--- config.mk ---
export PLATFORM = sky130hd
export DESIGN_NAME = sync_master_gen
export DESIGN_NICKNAME = d
export VERILOG_FILES = /design/src/rtl/sgen_pkg.sv /design/src/rtl/sgen_qual.sv /design/src/rtl/sgen_counters.sv /design/src/rtl/sgen_decode.sv /design/src/rtl/sync_master_gen.sv
export SDC_FILE = /design/constraint.sdc
export NUM_CORES = 1
export LEC_CHECK = 0
export BUFFER_PORTS_ARGS = -buffer_cell sky130_fd_sc_hd__buf_2
export CAP_MARGIN = 20
export CORE_UTILIZATION = 45
export DETAILED_ROUTE_END_ITERATION = 8
export PLACE_DENSITY = 0.67
export SYNTH_ARGS = -nofsm -noshare
export SYNTH_HDL_FRONTEND = slang
export SYNTH_SLANG_ARGS = --single-unit
--- constraint.sdc ---
create_clock -name clk -period 3.7 [get_ports clk]
set_input_delay 0 -clock clk [delete_from_list [all_inputs] [get_ports clk]]
set_output_delay 0 -clock clk [all_outputs]
set_load 0.02 [all_outputs]
--- src/rtl/sgen_pkg.sv ---
package sgen_pkg;
  // One bit per sync channel: index 0 horizontal, index 1 vertical
  localparam int NUM_CH = 2;
  localparam int CH_HS  = 0;
  localparam int CH_VS  = 1;

  typedef logic [NUM_CH-1:0] sync_vec_t;
endpackage

--- src/rtl/sgen_qual.sv ---
module sgen_qual (
  input  logic master_en,
  input  logic pix_qual,
  input  logic qual_pol,
  output logic pix_ce
);
  // A pixel edge is valid when the qualifier sits at the chosen level
  always_comb pix_ce = master_en & (pix_qual ~^ qual_pol);
endmodule

--- src/rtl/sgen_counters.sv ---
module sgen_counters #(
  parameter int PIX_W  = 10,
  parameter int LINE_W = 10
) (
  input  logic              clk,
  input  logic              rst,
  input  logic              run,
  input  logic              pix_ce,
  input  logic [PIX_W-1:0]  line_total,
  input  logic [LINE_W-1:0] frame_total,
  output logic [PIX_W-1:0]  pix,
  output logic [LINE_W-1:0] line
);
  localparam logic [PIX_W-1:0]  PIX_ONE  = PIX_W'(1);
  localparam logic [LINE_W-1:0] LINE_ONE = LINE_W'(1);

  logic pix_last;
  logic line_last;

  always_comb begin
    pix_last  = (pix  >= line_total  - PIX_ONE);
    line_last = (line >= frame_total - LINE_ONE);
  end

  always_ff @(posedge clk) begin
    if (rst || !run) begin
      pix  <= '0;
      line <= '0;
    end else if (pix_ce) begin
      if (pix_last) begin
        pix  <= '0;
        line <= line_last ? '0 : line + LINE_ONE;
      end else begin
        pix  <= pix + PIX_ONE;
      end
    end
  end
endmodule

--- src/rtl/sgen_decode.sv ---
module sgen_decode
  import sgen_pkg::*;
#(
  parameter int PIX_W  = 10,
  parameter int LINE_W = 10
) (
  input  logic [PIX_W-1:0]  pix,
  input  logic [LINE_W-1:0] line,
  input  logic [PIX_W-1:0]  line_total,
  input  logic [PIX_W-1:0]  hs_start,
  input  logic [PIX_W-1:0]  hs_width,
  input  logic [LINE_W-1:0] vs_lines,
  output sync_vec_t         active
);
  localparam int DW = PIX_W + 1;

  logic [DW-1:0] pix_x, start_x, total_x, offset;

  always_comb begin
    pix_x   = {1'b0, pix};
    start_x = {1'b0, hs_start};
    total_x = {1'b0, line_total};
    // Distance from the pulse start, measured forward around the line
    if (pix_x >= start_x) offset = pix_x - start_x;
    else                  offset = pix_x + total_x - start_x;
    active         = '0;
    active[CH_HS]  = (offset < {1'b0, hs_width});
    active[CH_VS]  = (line < vs_lines);
  end
endmodule

--- src/rtl/sync_master_gen.sv ---
module sync_master_gen
  import sgen_pkg::*;
#(
  parameter int PIX_W  = 10,
  parameter int LINE_W = 10
) (
  input  logic              clk,
  input  logic              rst,
  input  logic              master_en,
  input  logic              pix_qual,
  input  logic              qual_pol,
  input  logic [PIX_W-1:0]  line_total,
  input  logic [LINE_W-1:0] frame_total,
  input  logic [LINE_W-1:0] vs_lines,
  input  logic [PIX_W-1:0]  hs_start,
  input  logic [PIX_W-1:0]  hs_width,
  input  logic              hs_low_active,
  input  logic              vs_low_active,
  output logic              hsync_o,
  output logic              vsync_o,
  output logic              sync_oe
);
  logic              pix_ce;
  logic [PIX_W-1:0]  pix_cnt;
  logic [LINE_W-1:0] line_cnt;
  sync_vec_t         act;
  sync_vec_t         pol;
  sync_vec_t         sync_q;
  logic              oe_q;

  sgen_qual u_qual (
    .master_en (master_en),
    .pix_qual  (pix_qual),
    .qual_pol  (qual_pol),
    .pix_ce    (pix_ce)
  );

  sgen_counters #(.PIX_W(PIX_W), .LINE_W(LINE_W)) u_cnt (
    .clk         (clk),
    .rst         (rst),
    .run         (master_en),
    .pix_ce      (pix_ce),
    .line_total  (line_total),
    .frame_total (frame_total),
    .pix         (pix_cnt),
    .line        (line_cnt)
  );

  sgen_decode #(.PIX_W(PIX_W), .LINE_W(LINE_W)) u_dec (
    .pix        (pix_cnt),
    .line       (line_cnt),
    .line_total (line_total),
    .hs_start   (hs_start),
    .hs_width   (hs_width),
    .vs_lines   (vs_lines),
    .active     (act)
  );

  always_comb begin
    pol        = '0;
    pol[CH_HS] = hs_low_active;
    pol[CH_VS] = vs_low_active;
  end

  // One output register per channel; idle level equals the polarity bit
  for (genvar ch = 0; ch < NUM_CH; ch++) begin : g_out
    always_ff @(posedge clk) begin
      if (rst || !master_en) sync_q[ch] <= pol[ch];
      else                   sync_q[ch] <= act[ch] ^ pol[ch];
    end
  end

  always_ff @(posedge clk) begin
    if (rst) oe_q <= 1'b0;
    else     oe_q <= master_en;
  end

  assign hsync_o = sync_q[CH_HS];
  assign vsync_o = sync_q[CH_VS];
  assign sync_oe = oe_q;
endmodule

==> results of run 1 <==
-- cell usage in the layout (no fill, tap or decap), types with 5 or more instances in the layout --
cell type / synthesis / layout
inv_1: 78 / 75
a21o_1: 12 / 12
ha_1: 62 / 56
nor4_1: 6 / 5
ha_4: 0 / 6
o21ai_1: 2 / 6
dfxtp_1: 23 / 19
fa_1: 11 / 10
nor3_1: 7 / 7
a21oi_1: 27 / 23
nand4_1: 7 / 7
buf_4: 0 / 14
nand3_1: 16 / 15
o21ai_0: 14 / 8
xnor2_1: 33 / 33
xor2_1: 13 / 13
nand2_1: 28 / 28
a21oi_2: 2 / 6
buf_2: 1 / 59
nor2_1: 33 / 32
nand2b_1: 7 / 7
-- cell families after synthesis --
kind of cell    count (synthesis)
fa+ha+maj                      73
xor+xnor                       46
simple gates                  126
flops                          23
buf+inv                        81
mux                             7
compound gates                 91
-- registers in the layout (all words and copies together) (netlist names) --
signal,count
u_cnt.line,10
u_cnt.pix,10
hsync_o,1
sync_oe,1
vsync_o,1
-- power groups by stage --
| stage | clock [µW] | combinational (µW) | sequential, µW |
|---|---|---|---|
| after floorplan | 0 | 250 | 262 |
| after global placement | 0 | 357 | 258 |
| after detailed placement | 0 | 370 | 258 |
| after CTS | 176 | 378 | 252 |
| after global routing | 182 | 475 | 252 |
| final | 172 | 421 | 252 |
-- through the flow --
step	power (µW)	setup slack, ns	util (%)
floorplan	512	0.0166	-
global placement	615	0.0487	53.9
detailed placement	627	-0.0631	53.9
CTS	806	0.00674	54.9
global route	910	-0.209	56.7
finish	845	0.0340	56.7
-- area by class of cell --
class,instances,area share (%)
clock inverters,1,0.120
repair buffers,75,10.1
well taps,99,2.96
clock buffers,3,0.987
flip-flops and latches,23,11.1
inverters,78,7.00
multi-input cells,343,67.7
-- timing repair --
action / in CTS / in global routing
endpoints found under the hold margin: 2 / 0
hold buffers: 2 / 0
setup endpoints to repair: 1 / 1
resized for setup: 6 / 23
setup buffers: 0 / 3
pin swaps: 0 / 11
-- final timing paths --
kind,depth (start not counted),end
max,18,hsync_o
min,4,u_cnt.pix[1]
max reg2reg,18,hsync_o
min reg2reg,2,u_cnt.line[7]
-- metal layers --
metal / routed length (µm) / part of all wire (%) / global-route usage [%] / up-vias
met4: 124 / 1.4 / 4.84 / 0
li1: - / - / - / 1690
met1: 4310 / 49 / 29.9 / 1504
met5: 0 / 0 / 0 / -
met2: 4130 / 47 / 37.6 / 71
met3: 261 / 3.0 / 1.86 / 12
-- critical path: stages, from the launching register on --
cell and delay [ns]:
dfxtp_2 0.34, inv_1 0.04, fa_1 0.49, inv_2 0.06, ha_4 0.21, a21oi_2 0.16, o21a_1 0.17, o21ai_1 0.11
a31o_2 0.26, a21oi_2 0.14, xor2_1 0.14, mux2i_1 0.09, ha_1 0.32, nand3_2 0.08, a2111o_1 0.32, a41o_1 0.21
mux2i_1 0.17, a2111oi_2 0.07, xor2_1 0.16
==> results.json, run 1 <==
{
  "status": "finished, final reports clean",
  "synth_compound_area_share_pct": 17.7,
  "start_util_pct": 47.3,
  "viasPerCell": 5.27,
  "cp-end-kind": "flop",
  "finalInstanceArea_mm2": 0.00418,
  "grt-ovfl-total": 0,
  "cts_tree": "done",
  "root_buffer": "clkbuf_8",
  "synth_cells": 447,
  "synth_edf_count": 0,
  "slew_headroom_pct": 67.5,
  "die-area_mm2": 0.00810,
  "synth_commonest_cells": "inv_1 (78), ha_1 (62), nor2_1 (33), xnor2_1 (33), nand2_1 (28)",
  "grt_first_pass_wirelength_mm": 14.6,
  "synthAdderAreaFrac_pct": 28.6,
  "yosys.area.top_type": "ha_1",
  "drv_slew": 0,
  "yosysSeqAreaShare_pct": 13.2,
  "cap_violations": 0,
  "yosysMostFrequentCell": "inv_1",
  "die_h_um": 90.0,
  "drive_gt1_share_pct": 21.4,
  "pwr-share-clk_pct": 20.4,
  "ys_ff_latch": 23,
  "cts_buffers": 3,
  "final_nets": 654,
  "drc": 0,
  "internal-power_uw": 523,
  "ys_async_sr_fraction_pct": 0,
  "p_sw_uw": 322,
  "synth_area_mm2": 0.00348,
  "synth_top_family_by_area": "adder cells",
  "clock_latency_ns": 0.28,
  "io_pins": 60,
  "holdCritPathClass": "input port to flop",
  "p_seq_share_pct": 29.8,
  "grt_max_degree": 14,
  "diodes": 0,
  "path_clk_slew_ns": 0.10,
  "instances_no_fill": 622,
  "cts.sinks": 23,
  "path_max_fanout": 2,
  "cp_data_arrival_time_ns": 3.83,
  "rrSetupSlack_ns": 0.03,
  "fin_setup_tns_ns": 0,
  "wire_per_inst_um": 14.2,
  "register_area_um2": 465,
  "antenna_found_initial": 0,
  "synthDistinctLibCells": 58,
  "mappedNetlistNets": 577,
  "wl_mm": 8.82,
  "yosysWarnings": 0,
  "r2r_start": "u_cnt.pix[1]",
  "synthMuxAreaShare_pct": 2.12,
  "gr-usage-all-layers_pct": 21.9,
  "globalplace.congestion": 0.915,
  "ir_drop_mv": 0.168,
  "die_w_um": 90.0,
  "vias": 3277,
  "fillCellCount": 691,
  "critPathLaunchType": "flop",
  "dpl-instance-area_mm2": 0.00397,
  "crit_start": "u_cnt.pix[1]",
  "syn_avg_cell_area_um2": 7.80,
  "synth_xor_area_share_pct": 11.6,
  "finalSetupViolCount": 0,
  "clock_skew_ns": 0.00341,
  "num_rows": 31,
  "p_comb_share_pct": 49.8,
  "portBuffers": 59,
  "multiInputGateArea_mm2": 0.00283,
  "criticalPathCategory": "flop to flop",
  "coreArea_mm2": 0.00737,
  "fin_crit_sh_pct": 99.1,
  "leakage_uw": 0.00208,
  "ant_nets": 0,
  "rsz0062_at_grt": "true",
  "max_freq_ghz": 0.273,
  "syn_to_final_growth_pct": 20.0,
  "synth.area.top_cells": "ha_1 (22%), dfxtp_1 (13%), inv_1 (8.4%)",
  "first_global_vias": 3175,
  "synth_top_area_share_pct": 22.3,
  "final_hold_viol_count": 0,
  "hold_ws_ns": 0.211,
  "htreeDepth": 1,
  "post_synth_and_or_nand_nor_area_fraction_pct": 18.0,
  "hp-start": "master_en",
  "power_density_mw_per_mm2": 202,
  "first_pass_iters": 4,
  "worstPathRequired_ns": 3.86,
  "post-dp-hpwl_mm": 7.25,
  "worstMarginPinSlew_ns": 0.480,
  "synth_ff_type": "dfxtp_1",
  "clock_path_buffers": 2,
  "post-place-cells": 613,
  "dr.first_iter.drc_count": 89,
  "period_minus_slack_ns": 3.67,
  "swShare_pct": 38.1
}
Power figures use the tool's default switching activity.
==> run 2, diff against run 1 <==
--- a/config.mk
+++ b/config.mk
@@ -10,6 +10,7 @@
 export CORE_UTILIZATION = 45
 export DETAILED_ROUTE_END_ITERATION = 8
 export PLACE_DENSITY = 0.67
+export RECOVER_POWER = 25
 export SYNTH_ARGS = -nofsm -noshare
 export SYNTH_HDL_FRONTEND = slang
 export SYNTH_SLANG_ARGS = --single-unit
==> results.json, run 2 (synthesized netlist as in run 1, its figures left out) <==
{
  "status": "finished, final reports clean",
  "power_density_mw_per_mm2": 202,
  "leakage_uw": 0.00207,
  "first_pass_iters": 4,
  "worstPathRequired_ns": 3.86,
  "die-area_mm2": 0.00810,
  "cts_tree": "done",
  "viasPerCell": 5.27,
  "path_clk_slew_ns": 0.10,
  "dr.first_iter.drc_count": 89,
  "die_h_um": 90.0,
  "ant_nets": 0,
  "start_util_pct": 47.3,
  "first_global_vias": 3175,
  "period_minus_slack_ns": 3.67,
  "p_sw_uw": 322,
  "grt_first_pass_wirelength_mm": 14.6,
  "drv_slew": 0,
  "ir_drop_mv": 0.168,
  "p_seq_share_pct": 29.9,
  "fillCellCount": 692,
  "diodes": 0,
  "path_cells": "inv_1 -> fa_1 -> inv_2 -> ha_4 -> a21oi_2 -> o21a_1 -> o21ai_1 -> a31o_2 -> a21oi_2 -> xor2_1 -> mux2i_1 -> ha_1 -> nand3_2 -> a2111o_1 -> a41o_1 -> mux2i_1 -> a2111oi_2 -> xor2_1",
  "gr-usage-all-layers_pct": 21.9,
  "wire_per_inst_um": 14.2,
  "worstMarginPinSlew_ns": 0.480,
  "final_hold_viol_count": 0,
  "cp_data_arrival_time_ns": 3.83,
  "swShare_pct": 38.2,
  "worst_path_largest_cell_delay_ns": 0.49,
  "io_pins": 60,
  "hold_ws_ns": 0.248,
  "final_common_cell": "inv_1",
  "root_buffer": "clkbuf_8",
  "holdCritPathClass": "input port to flop",
  "clock_path_buffers": 2,
  "cts_buffers": 3,
  "die_w_um": 90.0,
  "wl_mm": 8.82,
  "vias": 3277,
  "globalplace.congestion": 0.915,
  "syn_to_final_growth_pct": 19.8,
  "portBuffers": 59,
  "fin_crit_sh_pct": 99.1,
  "drive_gt1_share_pct": 20.5,
  "slew_headroom_pct": 67.5,
  "grt_max_degree": 14,
  "post-dp-hpwl_mm": 7.25,
  "rsz0062_at_grt": "true",
  "final_nets": 654,
  "cp-end-kind": "flop",
  "reg.largest.list": "u_cnt.line: 10 flops, u_cnt.pix: 10 flops",
  "max_freq_ghz": 0.273,
  "finalSetupViolCount": 0,
  "clock_skew_ns": 0.00342,
  "clock_latency_ns": 0.28,
  "total_power_uw": 844,
  "final_cell_mix": "inv_1 (75), ha_1 (56), buf_2 (54)",
  "internal-power_uw": 522,
  "drc": 0,
  "coreArea_mm2": 0.00737,
  "num_rows": 31,
  "path_max_fanout": 2,
  "grt-ovfl-total": 0,
  "cap_violations": 0,
  "antenna_found_initial": 0,
  "p_comb_share_pct": 49.7,
  "cpMaxStageDelayCell": "fa_1",
  "criticalPathCategory": "flop to flop",
  "htreeDepth": 1,
  "pwr-share-clk_pct": 20.4,
  "critPathLaunchType": "flop",
  "cts.sinks": 23
}
==> run 2: changes by cell type in the layout (fill, tap and decap cells not counted), sizes merged <==
cell,before,now
clkbuf,3,8
buf,73,68
==> run 2: power by group through the flow <==
stage | Sequential, µW | Clock (µW) | Combinational [µW]
after floorplan | 262 | 0 | 250
after global placement | 258 | 0 | 357
after detailed placement | 258 | 0 | 370
after CTS | 252 | 176 | 378
after global routing | 252 | 182 | 474
final | 252 | 172 | 420
==> run 2: through the flow <==
| step | cells | setup WS, ns | TNS [ns] | instance area (µm²) | util [%] |
|---|---|---|---|---|---|
| floorplan | 447 | 0.0166 | 0 | 3480 | - |
| global placement | 613 | 0.0487 | 0 | 3970 | 53.9 |
| detailed placement | 613 | -0.0631 | -0.0631 | 3970 | 53.9 |
| CTS | 619 | 0.00674 | 0 | 4050 | 54.9 |
| global route | 622 | -0.209 | -0.209 | 4180 | 56.7 |
| finish | 622 | 0.0340 | 0 | 4180 | 56.7 |
==> run 2: cell type report <==
| cell class | instances | area, µm² | share of cell area [%] |
|---|---|---|---|
| flip-flops and latches | 23 | 465 | 11.1 |
| well taps | 99 | 124 | 2.97 |
| clock inverters | 1 | 5.00 | 0.120 |
| multi-input cells | 343 | 2830 | 67.8 |
| repair buffers | 75 | 414 | 9.92 |
| inverters | 78 | 293 | 7.01 |
| clock buffers | 3 | 41.3 | 0.989 |
==> run 2: worst max-delay path, delay by kind of cell (launching register included) <==
family | cells | cell delay, ns
flops | 1 | 0.34
compound gates | 8 | 1.44
mux | 2 | 0.26
simple gates | 1 | 0.08
fa+ha+maj | 3 | 1.02
xor+xnor | 2 | 0.30
buf+inv | 2 | 0.10
==> run 2: metal layers <==
| layer | global-route usage, % | part of all wire [%] | vias up |
|---|---|---|---|
| met1 | 29.9 | 49 | 1504 |
| li1 | - | - | 1690 |
| met3 | 1.86 | 3.0 | 12 |
| met4 | 4.84 | 1.4 | 0 |
| met5 | 0 | 0 | - |
| met2 | 37.6 | 47 | 71 |
==> run 2: worst paths after layout <==
kind                               startpoint  cells past startpoint            end  slack, ns
worst max-delay path             u_cnt.pix[1]                     18        hsync_o       0.03
worst min-delay path                master_en                      4   u_cnt.pix[1]       0.25
worst max register to register   u_cnt.pix[1]                     18        hsync_o       0.03
worst min register to register  u_cnt.line[7]                      2  u_cnt.line[7]       0.59
==> run 2: timing repair <==
| item | CTS | global route |
|---|---|---|
| pin swaps | 0 | 11 |
| hold endpoints to repair | 2 | 0 |
| gates resized for setup | 6 | 23 |
| buffers inserted | 0 | 3 |
| endpoints found under the setup margin | 1 | 1 |
| hold buffers | 2 | 0 |
==> run 3, diff against run 2 <==
--- a/config.mk
+++ b/config.mk
@@ -7,9 +7,9 @@
 export LEC_CHECK = 0
 export BUFFER_PORTS_ARGS = -buffer_cell sky130_fd_sc_hd__buf_2
 export CAP_MARGIN = 20
-export CORE_UTILIZATION = 45
+export CORE_UTILIZATION = 30
 export DETAILED_ROUTE_END_ITERATION = 8
-export PLACE_DENSITY = 0.67
+export PLACE_DENSITY = 0.48
 export RECOVER_POWER = 25
 export SYNTH_ARGS = -nofsm -noshare
 export SYNTH_HDL_FRONTEND = slang
==> results.json, run 3 (synthesized netlist as in run 1, its figures left out) <==
{
  "drive_gt1_share_pct": 21.7,
  "grt_max_degree": 13,
  "num_rows": 38,
  "diodes": 0,
  "holdCritPathClass": "input port to flop",
  "total_power_uw": 913,
  "cts_tree": "done",
  "worstMarginPinSlew_ns": 0.474,
  "final_hold_viol_count": 0,
  "die-area_mm2": 0.0121,
  "globalplace.congestion": 0.805,
  "die_w_um": 110,
  "critPathLaunchType": "flop",
  "first_global_vias": 3096,
  "fillCellCount": 1173,
  "leakage_uw": 0.00212,
  "status": "finished, final reports clean",
  "fin_crit_sh_pct": 99.0,
  "drc": 0,
  "wire_per_inst_um": 13.8,
  "post-place-cells": 658,
  "instances_no_fill": 670,
  "antenna_found_initial": 0,
  "path_clk_slew_ns": 0.07,
  "p_sw_uw": 323,
  "power_density_mw_per_mm2": 211,
  "cp-end-kind": "flop",
  "post-dp-hpwl_mm": 7.91,
  "io_pins": 60,
  "clock_latency_ns": 0.26,
  "die_h_um": 110,
  "rsz0062_at_grt": "true",
  "final_common_cell": "inv_1",
  "cp_data_arrival_time_ns": 3.80,
  "path_max_fanout": 2,
  "fin_setup_tns_ns": 0,
  "drv_slew": 0,
  "root_buffer": "clkbuf_16",
  "internal-power_uw": 590,
  "reg.largest.list": "u_cnt.line: 10 flops, u_cnt.pix: 10 flops",
  "max_freq_ghz": 0.273,
  "cap_violations": 0,
  "coreArea_mm2": 0.0111,
  "pwr-share-clk_pct": 27.1,
  "dr.first_iter.drc_count": 157,
  "final_cell_mix": "inv_1 (74), ha_1 (56), buf_2 (55)",
  "finalSetupViolCount": 0,
  "clock_path_buffers": 2,
  "portBuffers": 59,
  "p_comb_share_pct": 45.2,
  "grt-ovfl-total": 0,
  "htreeDepth": 1,
  "worstPathRequired_ns": 3.83,
  "ir_drop_mv": 0.144,
  "gr-usage-all-layers_pct": 15.9,
  "viasPerCell": 4.79,
  "grt_first_pass_wirelength_mm": 14.9,
  "swShare_pct": 35.3,
  "syn_to_final_growth_pct": 24.0,
  "ant_nets": 0,
  "wl_mm": 9.25,
  "cts.sinks": 23,
  "final_nets": 661,
  "criticalPathCategory": "flop to flop",
  "period_minus_slack_ns": 3.66,
  "clock_skew_ns": 0.00315,
  "first_pass_iters": 4,
  "slew_headroom_pct": 68.3,
  "cts_buffers": 3,
  "start_util_pct": 31.5,
  "p_seq_share_pct": 27.7,
  "rrSetupSlack_ns": 0.04,
  "vias": 3206
}
[run 3: changes by cell type in the layout (fill, tap and decap cells not counted), sizes merged]
cell,before,now
clkinvlp,0,1
clkinv,1,0
buf,68,76
inv,78,77
[run 3: through the flow]
step	utilization, %	area (µm²)	hold WS (ns)	worst slack (ns)
3_3_place_gp	36.6	4060	0.195	0.0195
6_report	39.0	4320	0.219	0.0384
5_1_grt	39.0	4320	0.272	-0.107
4_1_cts	37.7	4170	0.228	0.000753
2_1_floorplan	-	3480	0.0967	0.0166
3_5_place_dp	36.6	4060	0.199	-0.0973
[run 3: metal layers]
layer / global-route usage [%] / routed length (µm) / up-vias
met1: 21.7 / 4660 / 1446
met5: 0 / 0 / -
met2: 27.0 / 4280 / 56
li1: - / - / 1700
met4: 3.43 / 63 / 0
met3: 1.78 / 241 / 4
[run 3: timing repair]
action                                 CTS  global route
setup endpoints to repair                1             1
resized for setup                        6            24
endpoints found under the hold margin    2             0
pin swaps                                0            13
hold buffers                             2             0
setup buffers                            0             6
[run 3: final timing paths]
kind | depth (start not counted) | end | from
min reg2reg | 2 | u_cnt.line[5] | u_cnt.line[5]
max | 18 | hsync_o | u_cnt.pix[1]
min | 4 | u_cnt.pix[1] | master_en
max reg2reg | 18 | hsync_o | u_cnt.pix[1]
[run 3: worst max-delay path, cell delays in order (launching register included)]
cell       delay [ns]
dfxtp_2          0.33
inv_2            0.04
fa_1             0.51
inv_2            0.06
ha_4             0.23
a21oi_2          0.16
o21a_1           0.18
o21ai_2          0.07
a31o_2           0.24
a21oi_2          0.12
xor2_1           0.15
mux2i_1          0.09
ha_1             0.31
nand3_2          0.07
a2111o_1         0.37
a41o_1           0.21
mux2i_1          0.17
a2111oi_2        0.06
xor2_1           0.15
[run 3: power by group through the flow]
| stage | clock network (µW) | logic [µW] | registers, µW |
|---|---|---|---|
| after floorplan | 0 | 250 | 262 |
| after global placement | 0 | 367 | 258 |
| after detailed placement | 0 | 376 | 258 |
| after CTS | 258 | 385 | 253 |
| after global routing | 267 | 468 | 253 |
| final | 248 | 413 | 252 |
[run 3: area by class of cell]
cell class	instances	area, µm²	share of cell area [%]
multi-input combinational	343	2840	65.7
tap	140	175	4.05
sequential	23	463	10.7
inverter	78	297	6.86
timing repair buffer	82	468	10.8
clock buffer	4	78.8	1.82
